**config.mk**
```make
export PLATFORM = sky130hd
export DESIGN_NAME = mem_poll_seq
export DESIGN_NICKNAME = d
export VERILOG_FILES = /design/src/rtl/poll_seq_pkg.sv /design/src/rtl/poll_frame_rom.sv /design/src/rtl/poll_try_ctr.sv /design/src/rtl/mem_poll_seq.sv
export SDC_FILE = /design/constraint.sdc
export NUM_CORES = 1
export LEC_CHECK = 0
export ABC_AREA = 1
export CAP_MARGIN = 20
export CORE_ASPECT_RATIO = 1.2
export CORE_MARGIN = 2
export CORE_UTILIZATION = 54
export DETAILED_ROUTE_END_ITERATION = 12
export GPL_ROUTABILITY_DRIVEN = 0
export PLACE_DENSITY = 0.84
export SKIP_CTS_REPAIR_TIMING = 1
export SLEW_MARGIN = 25
export SYNTH_ARGS = -nofsm -noshare
export SYNTH_HDL_FRONTEND = slang
export SYNTH_SLANG_ARGS = --single-unit
```
**constraint.sdc**
```tcl
create_clock -name clk -period 3.97 [get_ports clk]
set_input_delay 1.191 -clock clk [delete_from_list [all_inputs] [get_ports clk]]
set_output_delay 1.191 -clock clk [all_outputs]
set_load 0.02 [all_outputs]
```
**src/rtl/poll_seq_pkg.sv**
```systemverilog
package poll_seq_pkg;
  typedef enum logic [1:0] {ST_IDLE, ST_SEND, ST_RECV} seq_state_t;
  typedef enum logic {OP_BUS, OP_CTRL} poll_op_t;
endpackage

```
**src/rtl/poll_frame_rom.sv**
```systemverilog
module poll_frame_rom
  import poll_seq_pkg::*;
#(
  parameter logic [7:0]  OP_LDCS    = 8'h80,
  parameter logic [3:0]  STATUS_IDX = 4'h0,
  parameter logic [7:0]  OP_LDS     = 8'h00,
  parameter logic [1:0]  SIZE_CODE  = 2'd0,
  parameter logic [31:0] DATA_BASE  = 32'h0100_0000,
  parameter logic [31:0] CTRL_BASE  = 32'h0000_01C0,
  parameter logic [7:0]  STAT_OFS   = 8'h0F
) (
  input  poll_op_t   op,
  input  logic [2:0] idx,
  output logic [7:0] byte_o
);
  localparam logic [31:0] STAT_ADDR = DATA_BASE | CTRL_BASE | {24'h0, STAT_OFS};
  localparam logic [7:0]  BUS_CMD   = OP_LDCS | {4'h0, STATUS_IDX};
  localparam logic [7:0]  CTRL_CMD  = OP_LDS | {4'h0, SIZE_CODE, 2'b00};

  logic [7:0] addr_byte [4];

  // address bytes, most significant first
  genvar g;
  generate
    for (g = 0; g < 4; g++) begin : g_addr
      assign addr_byte[g] = STAT_ADDR[31-8*g -: 8];
    end
  endgenerate

  always_comb begin
    byte_o = 8'h00;
    if (op == OP_BUS) begin
      byte_o = BUS_CMD;
    end else begin
      case (idx)
        3'd0:    byte_o = CTRL_CMD;
        3'd1:    byte_o = addr_byte[0];
        3'd2:    byte_o = addr_byte[1];
        3'd3:    byte_o = addr_byte[2];
        default: byte_o = addr_byte[3];
      endcase
    end
  end
endmodule

```
**src/rtl/poll_try_ctr.sv**
```systemverilog
module poll_try_ctr #(
  parameter int CNT_W = 9
) (
  input  logic             clk,
  input  logic             rst,
  input  logic             clr,
  input  logic             inc,
  input  logic [CNT_W-1:0] limit,
  output logic             hit
);
  logic [CNT_W-1:0] cnt;
  logic [CNT_W:0]   cnt_nx;

  assign cnt_nx = {1'b0, cnt} + 1'b1;
  assign hit    = inc && (limit != '0) && (cnt_nx == {1'b0, limit});

  always_ff @(posedge clk) begin
    if (rst || clr) begin
      cnt <= '0;
    end else if (inc && !hit && (cnt != '1)) begin
      cnt <= cnt_nx[CNT_W-1:0];
    end
  end


  cnt_within_limit_chk: assert property (@(posedge clk) disable iff (rst)
    (limit != '0) |-> (cnt < limit));
endmodule

```
**src/rtl/mem_poll_seq.sv**
```systemverilog
module mem_poll_seq
  import poll_seq_pkg::*;
#(
  parameter logic [7:0]  OP_LDCS        = 8'h80,
  parameter logic [3:0]  STATUS_IDX     = 4'h0,
  parameter int          FLAG_BIT       = 1,
  parameter logic [7:0]  OP_LDS         = 8'h00,
  parameter logic [1:0]  SIZE_CODE      = 2'd0,
  parameter logic [31:0] DATA_BASE      = 32'h0100_0000,
  parameter logic [31:0] CTRL_BASE      = 32'h0000_01C0,
  parameter logic [7:0]  STAT_OFS       = 8'h0F,
  parameter int          BUS_RETRIES    = 255,
  parameter int          MAX_BUSY_POLLS = 0
) (
  input  logic       clk,
  input  logic       rst,
  input  logic       start_bus,
  input  logic       start_ctrl,
  output logic [7:0] tx_data,
  output logic       tx_valid,
  input  logic       tx_ready,
  input  logic [7:0] rx_data,
  input  logic       rx_valid,
  output logic       rx_ready,
  output logic       busy,
  output logic       done,
  output logic       ok,
  output logic       timeout
);
  localparam int         LIM_MAX   = (BUS_RETRIES > MAX_BUSY_POLLS) ? BUS_RETRIES : MAX_BUSY_POLLS;
  localparam int         CNT_W     = $clog2(LIM_MAX + 1);
  localparam logic [2:0] BUS_LAST  = 3'd0;
  localparam logic [2:0] CTRL_LAST = 3'd4;
  localparam logic [7:0] FLAG_MASK = 8'(1 << FLAG_BIT);
  localparam logic [7:0] BUSY_MASK = 8'h80;

  seq_state_t state;
  poll_op_t   op;
  logic [2:0] idx;

  poll_op_t   sel_op;
  logic [2:0] sel_idx;
  logic [7:0] sel_byte;
  logic       start_any, take_tx, take_rx, last_byte, reply_pass;
  logic       lim_hit;
  logic [CNT_W-1:0] lim;

  assign start_any = start_bus || start_ctrl;
  assign take_tx   = (state == ST_SEND) && tx_ready;
  assign take_rx   = (state == ST_RECV) && rx_valid;
  assign last_byte = (idx == ((op == OP_BUS) ? BUS_LAST : CTRL_LAST));
  assign reply_pass = (op == OP_BUS) ? |(rx_data & FLAG_MASK) : ~|(rx_data & BUSY_MASK);
  assign lim = (op == OP_BUS) ? CNT_W'(BUS_RETRIES) : CNT_W'(MAX_BUSY_POLLS);

  // which byte is loaded next into tx_data
  always_comb begin
    sel_op  = op;
    sel_idx = 3'd0;
    if (state == ST_IDLE) begin
      sel_op = start_bus ? OP_BUS : OP_CTRL;
    end else if (state == ST_SEND) begin
      sel_idx = idx + 3'd1;
    end
  end

  poll_frame_rom #(
    .OP_LDCS(OP_LDCS), .STATUS_IDX(STATUS_IDX), .OP_LDS(OP_LDS),
    .SIZE_CODE(SIZE_CODE), .DATA_BASE(DATA_BASE), .CTRL_BASE(CTRL_BASE),
    .STAT_OFS(STAT_OFS)
  ) u_rom (
    .op(sel_op), .idx(sel_idx), .byte_o(sel_byte)
  );

  poll_try_ctr #(.CNT_W(CNT_W)) u_ctr (
    .clk(clk), .rst(rst),
    .clr((state == ST_IDLE) && start_any),
    .inc(take_rx && !reply_pass),
    .limit(lim), .hit(lim_hit)
  );

  always_ff @(posedge clk) begin
    if (rst) begin
      state    <= ST_IDLE;
      op       <= OP_BUS;
      idx      <= 3'd0;
      tx_data  <= 8'h00;
      tx_valid <= 1'b0;
      rx_ready <= 1'b0;
      busy     <= 1'b0;
      done     <= 1'b0;
      ok       <= 1'b0;
      timeout  <= 1'b0;
    end else begin
      done <= 1'b0;
      case (state)
        ST_IDLE: begin
          if (start_any) begin
            op       <= sel_op;
            idx      <= 3'd0;
            tx_data  <= sel_byte;
            tx_valid <= 1'b1;
            busy     <= 1'b1;
            ok       <= 1'b0;
            timeout  <= 1'b0;
            state    <= ST_SEND;
          end
        end
        ST_SEND: begin
          if (take_tx) begin
            if (last_byte) begin
              tx_valid <= 1'b0;
              rx_ready <= 1'b1;
              state    <= ST_RECV;
            end else begin
              idx     <= sel_idx;
              tx_data <= sel_byte;
            end
          end
        end
        ST_RECV: begin
          if (take_rx) begin
            rx_ready <= 1'b0;
            if (reply_pass || lim_hit) begin
              done    <= 1'b1;
              ok      <= reply_pass;
              timeout <= !reply_pass;
              busy    <= 1'b0;
              state   <= ST_IDLE;
            end else begin
              idx      <= 3'd0;
              tx_data  <= sel_byte;
              tx_valid <= 1'b1;
              state    <= ST_SEND;
            end
          end
        end
        default: state <= ST_IDLE;
      endcase
    end
  end


  tx_hold_chk: assert property (@(posedge clk) disable iff (rst)
    (tx_valid && !tx_ready) |=> (tx_valid && $stable(tx_data)));


  no_dir_overlap_chk: assert property (@(posedge clk) disable iff (rst)
    !(tx_valid && rx_ready));


  rx_after_last_chk: assert property (@(posedge clk) disable iff (rst)
    $rose(rx_ready) |-> $past(tx_valid && tx_ready));


  done_result_chk: assert property (@(posedge clk) disable iff (rst)
    done |-> (ok != timeout) && !busy);


  done_pulse_chk: assert property (@(posedge clk) disable iff (rst)
    done |=> !done);


  busy_op_stable_chk: assert property (@(posedge clk) disable iff (rst)
    (busy && !done) |=> $stable(op));
endmodule

```
==> impl_metrics.env <==
export IMPL_syn_inst=197
export IMPL_ys_seq_elements=23
export IMPL_wl_met3_um=95
export IMPL_cp_required_ns=4.17
export IMPL_synth_cell_area_um2=1350
export IMPL_fin_crit_sh=0.650
export IMPL_path_clk_slew_ns=0.14
export IMPL_setup_viol_count_final=0
export IMPL_p_clk_frac=0.134
export IMPL_firstDrtPassIters=4
export IMPL_cts_sinks=23
export IMPL_report_final_slew_viol_count=0
export IMPL_syn_avg_cell_area_um2=6.87
export IMPL_p_leak_nw=0.632
export IMPL_first_iter_violations=31
export IMPL_initial_core_util=0.581
export IMPL_switchingPower_mw=0.353
export IMPL_antenna_found_initial=0
export IMPL_core_um2=2330
export IMPL_yosysWarnings=0
export IMPL_synthDistinctLibCells=28
export IMPL_numCtsBuffers=3
export IMPL_ys_seq_area_frac=0.340
export IMPL_skew_ns=0.00749
export IMPL_grt_pass1_wl_um=4820
export IMPL_clock_latency_ns=0.31
export IMPL_io_buffer_count=19
export IMPL_grt_max_degree=14
export IMPL_max_freq_mhz=388
export IMPL_die_area_um2=2920
export IMPL_route_detailed_drc=0
export IMPL_worst_ir_drop_vdd_mv=0.402
export IMPL_drt_met1_wl_um=1230
export IMPL_p_per_area_nw_per_um2=531
export IMPL_p_int_mw=0.472
export IMPL_synth_top_area_cell="dfxtp_1"
export IMPL_grt_pass1_vias=1177
export IMPL_viasPerCell=5.16
export IMPL_die_w_um=49.7
export IMPL_cts_tree="yes"
export IMPL_fp_dieH_um=58.8
export IMPL_arrival_ns=2.78
export IMPL_synth_edf_count=0
export IMPL_worst_setup_path_end_kind="flop"
export IMPL_num_antenna_cells=0
export IMPL_met2WireLength_um=1480
export IMPL_min_period_ns=2.58
export IMPL_synth_flop_cell="dfxtp_1"
export IMPL_clockBufferDepth=2
export IMPL_holdCritPathClass="flop to flop"
export IMPL_drive_gt1_frac=0.136
export IMPL_antenna_left=0
export IMPL_vias=1258
export IMPL_setup_tns_ns=0
export IMPL_placed_area_um2=1530
export IMPL_netSwitchingFraction=0.428
export IMPL_wirelength_um=2830
export IMPL_synth_common_cells="nand2_1 (41), dfxtp_1 (23), nor2_1 (23), inv_1 (22), a21oi_1 (17)"
export IMPL_crit_path_max_fanout=9
export IMPL_pwr_share_comb=0.483
export IMPL_cap_violations=0
export IMPL_final_area_um2=1550
export IMPL_row_count=19
export IMPL_power_frac_seq=0.383
export IMPL_fillCellCount=233
export IMPL_hold_viol=0
export IMPL_multi_input_area_um2=738
export IMPL_grt_overflow_total=0
export IMPL_nets=231
export IMPL_synth_top_area_share=0.340
export IMPL_crit_path_start_kind="primary input"
export IMPL_top_layer="met4"
export IMPL_outcome="finished, final reports clean"
export IMPL_globalRouteTotalUtil=0.207
export IMPL_io_pins=28
export IMPL_ff_latch_area_um2=460
export IMPL_cts_root_buf="clkbuf_4"
export IMPL_synthMostInstantiatedCell="nand2_1"
export IMPL_syn_to_final_growth_pct=14.8
export IMPL_rsz0062_at_grt="no"
export IMPL_synthTopCellsByArea="dfxtp_1 (34%), nand2_1 (11%), nor2_1 (6.4%), a21oi_1 (6.3%), inv_1 (6.1%)"
export IMPL_cts_max_level=1
export IMPL_async_flop_share=0
export IMPL_worstSetupPathType="primary input to flop"
export IMPL_hpwlAfterDp_um=2170
export IMPL_routedWlPerCell_um=11.6
[metrics by stage]
| stage | utilization | power [mW] | hold slack [ns] | cells | setup slack (ns) |
|---|---|---|---|---|---|
| 5_1_grt | 0.666 | 0.885 | 0.472 | 244 | 1.25 |
| 4_1_cts | 0.666 | 0.827 | 0.465 | 244 | 1.40 |
| 2_1_floorplan | - | 0.599 | 0.460 | 198 | 1.74 |
| 3_3_place_gp | 0.655 | 0.705 | 0.436 | 240 | 1.10 |
| 3_5_place_dp | 0.655 | 0.713 | 0.443 | 240 | 1.07 |
| 6_report | 0.666 | 0.825 | 0.469 | 244 | 1.39 |
[flip-flops by register name, summed over array words and instances, names as in the netlist]
name / flops
busy: 1
done: 1
idx: 3
ok: 1
op: 1
rx_ready: 1
state: 2
timeout: 1
tx_data: 3
tx_valid: 1
u_ctr.cnt: 8
[final cells by class]
cell class / instances / share of cell area
Inverter: 26 / 0.0629
Tap cell: 31 / 0.0250
Sequential cell: 23 / 0.297
Multi-Input combinational cell: 141 / 0.475
Timing Repair Buffer: 19 / 0.122
Clock inverter: 1 / 0.00322
Clock buffer: 3 / 0.0145
[per-layer routing]
metal | GRT usage | vias up
met5 | 0 | -
met4 | 0.0476 | 0
met3 | 0.0254 | 2
met2 | 0.411 | 24
met1 | 0.231 | 580
li1 | - | 652
[power by group through the flow]
| stage | registers, mW | clock network [mW] | logic [mW] |
|---|---|---|---|
| after floorplan | 0.354 | 0 | 0.245 |
| after global placement | 0.319 | 0 | 0.386 |
| after detailed placement | 0.321 | 0 | 0.391 |
| after CTS | 0.316 | 0.113 | 0.398 |
| after global routing | 0.325 | 0.120 | 0.440 |
| final | 0.316 | 0.111 | 0.398 |
[worst max-delay path, cell delays in order]
cell,delay [ns]
clkdlybuf4s50_1,0.51
nand3_2,0.12
nor2_2,0.17
nand3_1,0.10
nor2_2,0.11
nand3_2,0.11
nand2_2,0.13
nand2_4,0.10
nand2_4,0.09
nand2_1,0.06
nand2_1,0.06
nor2_1,0.04
[cell families (layout without fill, tap and decap cells)]
| logic type | Yosys count | after routing | synth area share |
|---|---|---|---|
| AND/OR/NAND/NOR | 102 | 102 | 0.366 |
| buffers and inverters | 34 | 49 | 0.117 |
| AO/OA/AOI/OAI | 32 | 32 | 0.133 |
| flip-flops | 23 | 23 | 0.340 |
| adder cells (fa/ha/maj) | 3 | 3 | 0.0278 |
| XOR/XNOR | 2 | 2 | 0.0130 |
| other | 1 | 2 | 0.00277 |
[layout by cell type, fill, tap and decap left out, types with 2 or more instances in the layout]
cell type and n:
nor2_2 4, nand2_4 2, nand2_1 41, o21ai_0 8, nand3_2 4, inv_1 22, ha_1 3, nor2_4 3
nand2_2 5, clkbuf_4 3, a21oi_2 2, nand3_1 16, dfxtp_1 23, clkdlybuf4s50_1 19, a21oi_1 17, nor3_1 2
nor2_1 23, conb_1 2, o21ai_1 2, inv_2 4
[worst paths after layout]
path / start / endpoint / slack (ns) / cells past startpoint
hold reg to reg: tx_valid / tx_valid / 0.47 / 2
setup reg to reg: u_ctr.cnt[0] / u_ctr.cnt[2] / 2.02 / 10
setup / recovery: rx_valid / idx[1] / 1.39 / 12
hold / removal: tx_valid / tx_valid / 0.47 / 2
(Power assumes the default switching activity.)
